## config.mk

```make
export PLATFORM = sky130hd
export DESIGN_NAME = dispatch_gate
export DESIGN_NICKNAME = d
export VERILOG_FILES = /design/src/rtl/dg_pkg.sv /design/src/rtl/dg_bandwidth.sv /design/src/rtl/dg_resource_check.sv /design/src/rtl/dg_stall_counters.sv /design/src/rtl/dispatch_gate.sv
export SDC_FILE = /design/constraint.sdc
export NUM_CORES = 1
export LEC_CHECK = 0
export ABC_AREA = 1
export BUFFER_PORTS_ARGS = -buffer_cell sky130_fd_sc_hd__buf_2
export CELL_PAD_IN_SITES_DETAIL_PLACEMENT = 0
export CELL_PAD_IN_SITES_GLOBAL_PLACEMENT = 1
export CORE_MARGIN = 3
export CORE_UTILIZATION = 37
export DETAILED_ROUTE_END_ITERATION = 8
export PLACE_DENSITY = 0.84
export SYNTH_ARGS = -nofsm -noshare
export SYNTH_HDL_FRONTEND = slang
export SYNTH_SLANG_ARGS = --single-unit
```

## constraint.sdc

```tcl
create_clock -name clk -period 3.55 [get_ports clk]
set_input_delay 0.355 -clock clk [delete_from_list [all_inputs] [get_ports clk]]
set_output_delay 0.355 -clock clk [all_outputs]
set_load 0.01 [all_outputs]
```

## src/rtl/dg_pkg.sv

```systemverilog
package dg_pkg;
   typedef enum logic [2:0] {
      ST_GROUP = 3'd0,
      ST_ROB   = 3'd1,
      ST_REN   = 3'd2,
      ST_SQ    = 3'd3,
      ST_LDQ   = 3'd4,
      ST_STQ   = 3'd5
   } stall_e;

   localparam int NUM_STALL = 6;
endpackage

```

## src/rtl/dg_bandwidth.sv

```systemverilog
module dg_bandwidth #(
   parameter int DISP_W = 4,
   parameter int UOP_W  = 4
) (
   input  logic                             clk,
   input  logic                             rst_n,
   input  logic                             fire,
   input  logic [UOP_W-1:0]                 uops,
   output logic [$clog2(DISP_W+1)-1:0]      avail
);
   localparam int AV_W = $clog2(DISP_W + 1);
   localparam int CW   = UOP_W + 1;

   logic [AV_W-1:0] avail_q;
   logic [CW-1:0]   carry_q;
   logic [CW-1:0]   excess;
   logic [CW-1:0]   carry_mid;

   always_comb begin
      excess = '0;
      if (fire && (CW'(uops) > CW'(avail_q)))
         excess = CW'(uops) - CW'(avail_q);
      carry_mid = carry_q + excess;
   end

   always_ff @(posedge clk or negedge rst_n) begin
      if (!rst_n) begin
         avail_q <= AV_W'(DISP_W);
         carry_q <= '0;
      end else if (carry_mid >= CW'(DISP_W)) begin
         avail_q <= '0;
         carry_q <= carry_mid - CW'(DISP_W);
      end else begin
         avail_q <= AV_W'(CW'(DISP_W) - carry_mid);
         carry_q <= '0;
      end
   end

   assign avail = avail_q;
endmodule

```

## src/rtl/dg_resource_check.sv

```systemverilog
module dg_resource_check import dg_pkg::*; #(
   parameter int DISP_W      = 4,
   parameter int UOP_W       = 4,
   parameter int WR_W        = 3,
   parameter int FREE_W      = 6,
   parameter int ROB_SLOTS   = 32,
   parameter int RENAME_REGS = 16
) (
   input  logic [UOP_W-1:0]              uops,
   input  logic [WR_W-1:0]               writes,
   input  logic                          is_load,
   input  logic                          is_store,
   input  logic [$clog2(DISP_W+1)-1:0]   avail,
   input  logic [FREE_W-1:0]             rob_free,
   input  logic [FREE_W-1:0]             ren_free,
   input  logic                          sq_room,
   input  logic                          lq_room,
   input  logic                          stq_room,
   output logic                          pass,
   output logic [NUM_STALL-1:0]          cause_oh
);
   logic [31:0]          u32;
   logic [31:0]          rob_need;
   logic                 ren_ok;
   logic [NUM_STALL-1:0] fail;

   assign u32      = 32'(uops);
   assign rob_need = (u32 > 32'(ROB_SLOTS)) ? 32'(ROB_SLOTS) : u32;

   generate
      if (RENAME_REGS == 0) begin : g_ren_unlimited
         logic unused_ren;
         assign unused_ren = ^{writes, ren_free};
         assign ren_ok     = 1'b1;
      end else begin : g_ren_limited
         assign ren_ok = (32'(writes) <= 32'(ren_free));
      end
   endgenerate

   always_comb begin
      fail           = '0;
      fail[ST_GROUP] = !((u32 <= 32'(avail)) || (32'(avail) == 32'(DISP_W)));
      fail[ST_ROB]   = rob_need > 32'(rob_free);
      fail[ST_REN]   = !ren_ok;
      fail[ST_SQ]    = !sq_room;
      fail[ST_LDQ]   = is_load && !lq_room;
      fail[ST_STQ]   = is_store && !stq_room;
   end

   generate
      for (genvar i = 0; i < NUM_STALL; i++) begin : g_prio
         if (i == 0) begin : g_top
            assign cause_oh[i] = fail[i];
         end else begin : g_rest
            assign cause_oh[i] = fail[i] && !(|fail[i-1:0]);
         end
      end
   endgenerate

   assign pass = !(|fail);
endmodule

```

## src/rtl/dg_stall_counters.sv

```systemverilog
module dg_stall_counters #(
   parameter int N     = 6,
   parameter int CNT_W = 16
) (
   input  logic               clk,
   input  logic               rst_n,
   input  logic [N-1:0]       inc,
   output logic [N*CNT_W-1:0] counts
);
   generate
      for (genvar i = 0; i < N; i++) begin : g_cnt
         logic [CNT_W-1:0] cnt_q;
         always_ff @(posedge clk or negedge rst_n) begin
            if (!rst_n)
               cnt_q <= '0;
            else if (inc[i] && (cnt_q != {CNT_W{1'b1}}))
               cnt_q <= cnt_q + 1'b1;
         end
         assign counts[i*CNT_W +: CNT_W] = cnt_q;
      end
   endgenerate
endmodule

```

## src/rtl/dispatch_gate.sv

```systemverilog
module dispatch_gate import dg_pkg::*; #(
   parameter int DISP_W      = 4,
   parameter int UOP_W       = 4,
   parameter int WR_W        = 3,
   parameter int FREE_W      = 6,
   parameter int ROB_SLOTS   = 32,
   parameter int RENAME_REGS = 16,
   parameter int CNT_W       = 16
) (
   input  logic                          clk,
   input  logic                          rst_n,
   input  logic                          in_valid,
   input  logic [UOP_W-1:0]              in_uops,
   input  logic [WR_W-1:0]               in_writes,
   input  logic                          in_is_load,
   input  logic                          in_is_store,
   input  logic [FREE_W-1:0]             rob_free,
   input  logic [FREE_W-1:0]             ren_free,
   input  logic                          sq_room,
   input  logic                          lq_room,
   input  logic                          stq_room,
   output logic                          in_ready,
   output logic [$clog2(DISP_W+1)-1:0]   bw_avail,
   output logic [NUM_STALL*CNT_W-1:0]    stall_cnt
);
   generate
      if (DISP_W < 1) begin : g_bad_width
         $error("DISP_W must be at least 1");
      end
      if (DISP_W > (1 << UOP_W) - 1) begin : g_bad_uop
         $error("UOP_W too narrow for DISP_W");
      end
      if (ROB_SLOTS < 1 || ROB_SLOTS > (1 << FREE_W) - 1) begin : g_bad_rob
         $error("ROB_SLOTS out of range for FREE_W");
      end
      if (CNT_W < 1) begin : g_bad_cnt
         $error("CNT_W must be at least 1");
      end
   endgenerate

   logic                 pass;
   logic                 fire;
   logic [NUM_STALL-1:0] cause_oh;

   dg_bandwidth #(.DISP_W(DISP_W), .UOP_W(UOP_W)) u_bw (
      .clk   (clk),
      .rst_n (rst_n),
      .fire  (fire),
      .uops  (in_uops),
      .avail (bw_avail)
   );

   dg_resource_check #(
      .DISP_W(DISP_W), .UOP_W(UOP_W), .WR_W(WR_W), .FREE_W(FREE_W),
      .ROB_SLOTS(ROB_SLOTS), .RENAME_REGS(RENAME_REGS)
   ) u_res (
      .uops     (in_uops),
      .writes   (in_writes),
      .is_load  (in_is_load),
      .is_store (in_is_store),
      .avail    (bw_avail),
      .rob_free (rob_free),
      .ren_free (ren_free),
      .sq_room  (sq_room),
      .lq_room  (lq_room),
      .stq_room (stq_room),
      .pass     (pass),
      .cause_oh (cause_oh)
   );

   dg_stall_counters #(.N(NUM_STALL), .CNT_W(CNT_W)) u_cnt (
      .clk    (clk),
      .rst_n  (rst_n),
      .inc    (cause_oh & {NUM_STALL{in_valid}}),
      .counts (stall_cnt)
   );

   assign in_ready = pass;
   assign fire     = in_valid && pass;
endmodule

```

==> results of run 1 <==
repair_timing:
action                                  in CTS  in global routing
pin swaps                                    0                 17
endpoints found under the setup margin       1                  8
resized for setup                            1                 25
buffers inserted                             0                  9
cloned                                       0                  0
kinds of logic (layout without fill, tap and decap cells):
family | after synthesis | in the layout | share of synthesized area, %
compound gates | 45 | 45 | 4.07
fa+ha+maj | 25 | 25 | 5.30
xor+xnor | 88 | 88 | 12.6
simple gates | 381 | 381 | 29.1
mux | 1 | 1 | 0.243
flops | 104 | 104 | 42.1
buf+inv | 98 | 246 | 6.66
Yosys cell counts (4+ instances only):
| cell | count | area share, % |
|---|---|---|
| nand2_2 | 12 | 1.2 |
| xnor2_1 | 32 | 4.5 |
| nor4_1 | 6 | 0.61 |
| nand2_1 | 168 | 10 |
| nor3_2 | 5 | 0.81 |
| a21oi_1 | 7 | 0.57 |
| nand3_1 | 36 | 2.9 |
| buf_6 | 4 | 0.73 |
| inv_2 | 4 | 0.24 |
| inv_1 | 86 | 5.2 |
| ha_1 | 23 | 4.7 |
| o21ai_1 | 12 | 0.97 |
| dfrtp_1 | 103 | 42 |
| nor2_1 | 82 | 5.0 |
| nor3_1 | 19 | 1.5 |
| nor2_2 | 9 | 0.91 |
| o21ai_0 | 19 | 1.5 |
| nand4_1 | 27 | 2.7 |
| xor2_1 | 55 | 7.8 |
power groups by stage:
stage                     clock [W]  sequential [W]  combinational, W
after global routing        0.00103         0.00172           0.00163
after floorplan                   0         0.00175          0.000737
after detailed placement          0         0.00170           0.00128
after CTS                  0.000985         0.00168           0.00129
after global placement            0         0.00170           0.00126
final                      0.000944         0.00167           0.00144
final timing paths:
path                                          from                 endpoint  slack, ps  depth (start not counted)
max                                  u_bw.avail[2]          u_bw.carry_q[4]        110                         22
min                                          rst_n  u_cnt.g_cnt[1].cnt_q[3]         60                          1
max reg2reg                          u_bw.avail[2]          u_bw.carry_q[4]        110                         22
min reg2reg                u_cnt.g_cnt[2].cnt_q[8]  u_cnt.g_cnt[2].cnt_q[8]        500                          1
max in group asynchronous                    rst_n            u_bw.avail[2]       2720                          2
min in group clk                          in_valid          u_bw.carry_q[4]        470                          5
sequential cells by signal, indices dropped and copies added, names as in the netlist:
name	flops
u_cnt.g_cnt.cnt_q	96
u_bw.avail	3
u_bw.carry_q	5
metal layers:
layer / vias up / wire, um / global-route usage [%] / part of all wire, %
met3: 17 / 623 / 2.71 / 4.3
met1: 2320 / 6940 / 22.1 / 48
li1: 2647 / - / - / -
met4: 0 / 281 / 5.66 / 1.9
met2: 100 / 6620 / 25.0 / 46
met5: - / 0 / 0 / 0
stage by stage:
stage               util (%)  instances  hold WS, ps  total power (W)  worst slack, ps
floorplan                  -        742         59.4          0.00249              154
global placement        43.9       1082          454          0.00296              112
detailed placement      43.9       1082          462          0.00297            -28.9
CTS                     45.6       1097         83.6          0.00395             28.8
global route            46.6       1106          120          0.00437             -106
finish                  46.6       1106         62.2          0.00406              109
worst register-to-register path, cell delays in order, from the launching register on:
cell and delay (ps):
dfstp_2 550, inv_2 50, ha_4 240, nand2_2 60, nand2_2 50, nor2_2 100, nand2_2 80, nand3_4 80
nand4_1 110, nor2_2 150, inv_2 70, nor4_4 210, ha_1 310, a21oi_2 170, nand2_2 80, xor2_2 190
inv_2 80, ha_4 170, a211oi_4 290, or2_4 170, inv_2 30, nand2_2 40, nand2_1 50
cell type report:
cell class | instances | area share [%]
clock inverter | 2 | 0.183
inverter | 91 | 4.58
sequential | 104 | 34.7
timing repair buffer | 140 | 10.0
multi-input combinational | 540 | 43.5
clock buffer | 13 | 3.46
tap | 216 | 3.60
==> results.md, run 1 <==
* Clk_skew at 5.40 ps
* Drt via density at 4.60
* Commonest non-fill, non-tap cell in the layout: nand2_1
* Global-route wire length before repair at 23500 um
* Layout cells sized above 1 at 25.3%
* CTS tree: built
* CP Class: reg -> reg
* Synthesized area per cell at 8.34 sq um
* Slew Viols, Final at 0
* Dpl cell area at a little over 7000 sq um
* Post-route ant nets at 0
* Yosys Warn Count at 0
* Crit start category: register
* Multi-input gate area at 3270 sq um
* Root buf cell: clkbuf_16
* Max rail drop VDD at 0.426 mV
* Commonest cells after routing, fill and taps aside: nand2_1 (163), buf_2 (125), dfrtp_1 (103), inv_1 (82), nor2_1 (78)
* Routed vias at about 5000
* Area delta synth->final at 21.4%
* Die area at 18300 sq um
* DRT Pass-1 Iters at 4
* Syn nets at roughly 800
* Critical path endpoint category: register
* Cells after Synth at around 740
* Die Wd at 135 um
* Initial Util at 38.4%
* # rows at 46
* Drt wl/cell at roughly 13 um
* CTS Buf Count at 9
* Skew-Pair Late Insertion Delay at around 340 ps
* WP data required at 3780 ps
* Io pins at 127
* Layout Nets at 938
* Slew @ Worst Pin at 724 ps
* Switching Fraction at 37.5%
* Chip Height at approximately 140 um
* Slowest CP cell: dfstp_2
* Clock power frac at 23.3%
* DRT iter0 DRCs at 169
* NetSw at 0.00152 W
* Crit-path cells: inv_2, ha_4, nand2_2, nand2_2, nor2_2, nand2_2, nand3_4, nand4_1, nor2_2, inv_2, nor4_4, ha_1, a21oi_2, nand2_2, xor2_2, inv_2, ha_4, a211oi_4, or2_4, inv_2, nand2_2, nand2_1
* DP HPWL at between 10000 and 15000 um
* Reg clk slew, reported paths at 70 ps
* Largest net degree at the start of global routing at 56
* Post-synth EDFFs at 0
* Delay-heaviest family, CP: simple AND/OR/NAND/NOR gates
* F_max at 291 MHz
* Power per standard cell area at 541 nW/um^2
* H-tree Lvls at 3
* Routability cong. at approximately 0.85
* Core Region at 16100 sq um
* Rel. slew slack at between 50% and 60%
* Synthesized flop and latch total at 104
* I/O Buffers at 126
* Total Routing Usage GR at 15.9%
* Crit path arrival time at 3670 ps
* RSZ-0062 raised after global routing: yes
* Tcrit/Tclk final at a little over nine tenths
* Design Area, Final at 7510 sq um
* FF+latch area at 2600 sq um
* Worst Hold Class: in -> async
* Number of library cell types mapped by synthesis at 39
* Sequential fraction of design power at 41.2%
* Worst Path Max Fanout at 4
* DRC at 0
* Final min period at 3440 ps
* Drt total wl at approximately 14000 um
* Final hold vios at 0
* Post-Syn Area at approximately 6000 sq um
* # fillers at 1595
* Hold_buf cts at 0
* Logic pwr share at 35.5%
* Static Leak at 3.79 nW
* P_int at 0.00254 W
* Overflow left after global routing at 0
* Vias in the first global route at 4754
* TritonCTS sink count at 104
* Initial antenna violation count at 0
* Sequential-to-total area share from yosys stat at 42.1%
* Most frequently used flop master after synthesis: dfrtp_1
* Largest stage delay, worst path at 550 ps
* CP most frequent cell: nand2_2
* Max-Cap Viols at 0
* Outcome: finished clean
* CP bufs+invs at 4
* FFs w/ async S/R, synth at 100%
* Diodes inserted at 0
* Final setup viols at 0
* Clock Tree Buf Depth at 2
* Total negative slack at 0 ps
Power figures use the tool's default switching activity.
==> run 2, diff against run 1 <==
Settings changed: CORE_MARGIN 3 to not set.
==> results.md, run 2 (synthesis results as in run 1) <==
* Worst setup path endpoint: u_bw.avail[2]
* Post-route ant nets at 0
* Drt total wl at 14500 um
* Outcome: finished clean
* TritonCTS sink count at 104
* Reg clk slew, reported paths at 80 ps
* Commonest non-fill, non-tap cell in the layout: nand2_1
* I/O Buffers at 126
* CTS Buf Count at 9
* Pwr Total at 0.00415 W
* Final WS setup at around 200 ps
* Core Region at 16100 sq um
* Initial antenna violation count at 0
* Root buf cell: clkbuf_16
* DRC at 0
* Multi-input gate area at ~3300 sq um
* Die area at 17200 sq um
* Drt wl/cell at 13.1 um
* Overflow left after global routing at 0
* Static Leak at 3.80 nW
* Worst R2R Setup Slack at 200 ps
* # fillers at 1638
* Design Area, Final at 7560 sq um
* Tcrit/Tclk final at 94.3%
* Largest register FFs at 96
* Die Wd at 131 um
* Critical path endpoint category: register
* Layout cells sized above 1 at 25.6%
* Clk_skew at 10.7 ps
* RR Endpoint: u_bw.avail[2]
* WP data required at 3840 ps
* Drt via density at 4.67
* FF+latch area at 2600 sq um
* Layout Nets at 937
* Area delta synth->final at 22.2%
* Dpl cell area at 7070 sq um
* CTS tree: built
* Routed vias at approximately 5200
* Final hold vios at 0
* Clock Tree Buf Depth at 2
* Worst Hold Class: in -> async
* Commonest cells after routing, fill and taps aside: nand2_1 (164), buf_2 (125), dfrtp_1 (103), inv_1 (83), nor2_1 (80)
* Power per standard cell area at 550 nW/um^2
* Largest net degree at the start of global routing at 55
* Slew Viols, Final at 0
* Post-layout util at between 40% and 50%
* # rows at 46
* Crit path arrival time at 3640 ps
* F_max at 299 MHz
* Max-Cap Viols at 0
* DRT iter0 DRCs at 180
* H-tree Lvls at 3
* CP Class: reg -> reg
* Rel. slew slack at 51.9%
* Total Routing Usage GR at 17.4%
* Critical Path Source: u_bw.avail[2]
* Vias in the first global route at 4967
* Final min period at 3350 ps
* Io pins at around 130
* Routability cong. at approximately 0.83
* Worst Path Max Fanout at 5
* FF-to-FF Start: u_bw.avail[2]
* Biggest register: u_cnt.g_cnt.cnt_q
* Chip Height at 131 um
* DRT Pass-1 Iters at 4
* Skew-Pair Late Insertion Delay at ~360 ps
* DP HPWL at 10800 um
* Slew @ Worst Pin at 722 ps
* Crit start category: register
* Initial Util at 38.4%
* R2R cell count at 20
* Max rail drop VDD at 0.433 mV
* Setup slack after placement at -33.2 ps
* Diodes inserted at 0
* Global-route wire length before repair at 24300 um
* Final setup viols at 0
## run 2: critical path, stage by stage, from the launching register on
cell and delay, ps:
dfstp_2 560, inv_2 50, ha_4 230, nand2_2 60, nand2_2 50, nor2_2 90
nand2_2 80, nand3_4 60, nand4_1 100, nor2_2 180, inv_2 90, nor3_4 180
ha_2 190, inv_1 50, fa_2 360, xnor2_2 170, ha_2 200, a211oi_4 250
buf_4 170, nand2_2 70, nor2_2 110
## run 2: layer usage
metal	share of wire, %	track usage (%)	wire length [um]
met1	46	22.7	6720
met2	48	28.4	6940
met3	4.3	4.44	623
met4	1.4	4.65	204
met5	0	0	0
## run 2: worst min path at each step
stage | start | to | depth (start not counted)
after floorplan | rst_n | u_bw.avail[0] | 0
after global placement | rst_n | u_cnt.g_cnt[1].cnt_q[2] | 1
after detailed placement | rst_n | u_cnt.g_cnt[1].cnt_q[4] | 1
after CTS | rst_n | u_cnt.g_cnt[1].cnt_q[4] | 1
after global routing | rst_n | u_cnt.g_cnt[1].cnt_q[4] | 1
final | rst_n | u_cnt.g_cnt[1].cnt_q[4] | 1
## run 2: cell type report
cell class / instances / area share (%)
tap: 216 / 3.58
multi-input combinational: 540 / 43.5
sequential: 104 / 34.5
inverter: 91 / 4.55
clock inverter: 6 / 0.944
clock buffer: 10 / 3.16
timing repair buffer: 139 / 9.84
## run 2: report_power, final
part,internal (W),switching (W)
Combinational,0.000584,0.000823
Sequential,0.00142,0.000267
Clock,0.000576,0.000480
## run 2: timing repair
item,CTS,global route
gates cloned,0,0
hold buffers,0,0
endpoints found under the setup margin,1,8
setup buffers,1,7
pin swaps,2,12
resized for setup,4,23
## run 2: metrics by stage
| stage | cells | hold slack, ps | TNS, ps |
|---|---|---|---|
| 3_5_place_dp | 1082 | 459 | -33.2 |
| 3_3_place_gp | 1082 | 457 | 0 |
| 6_report | 1106 | 30.2 | 0 |
| 5_1_grt | 1106 | 94.6 | -120 |
| 4_1_cts | 1099 | 63.0 | 0 |
| 2_1_floorplan | 742 | 59.4 | 0 |
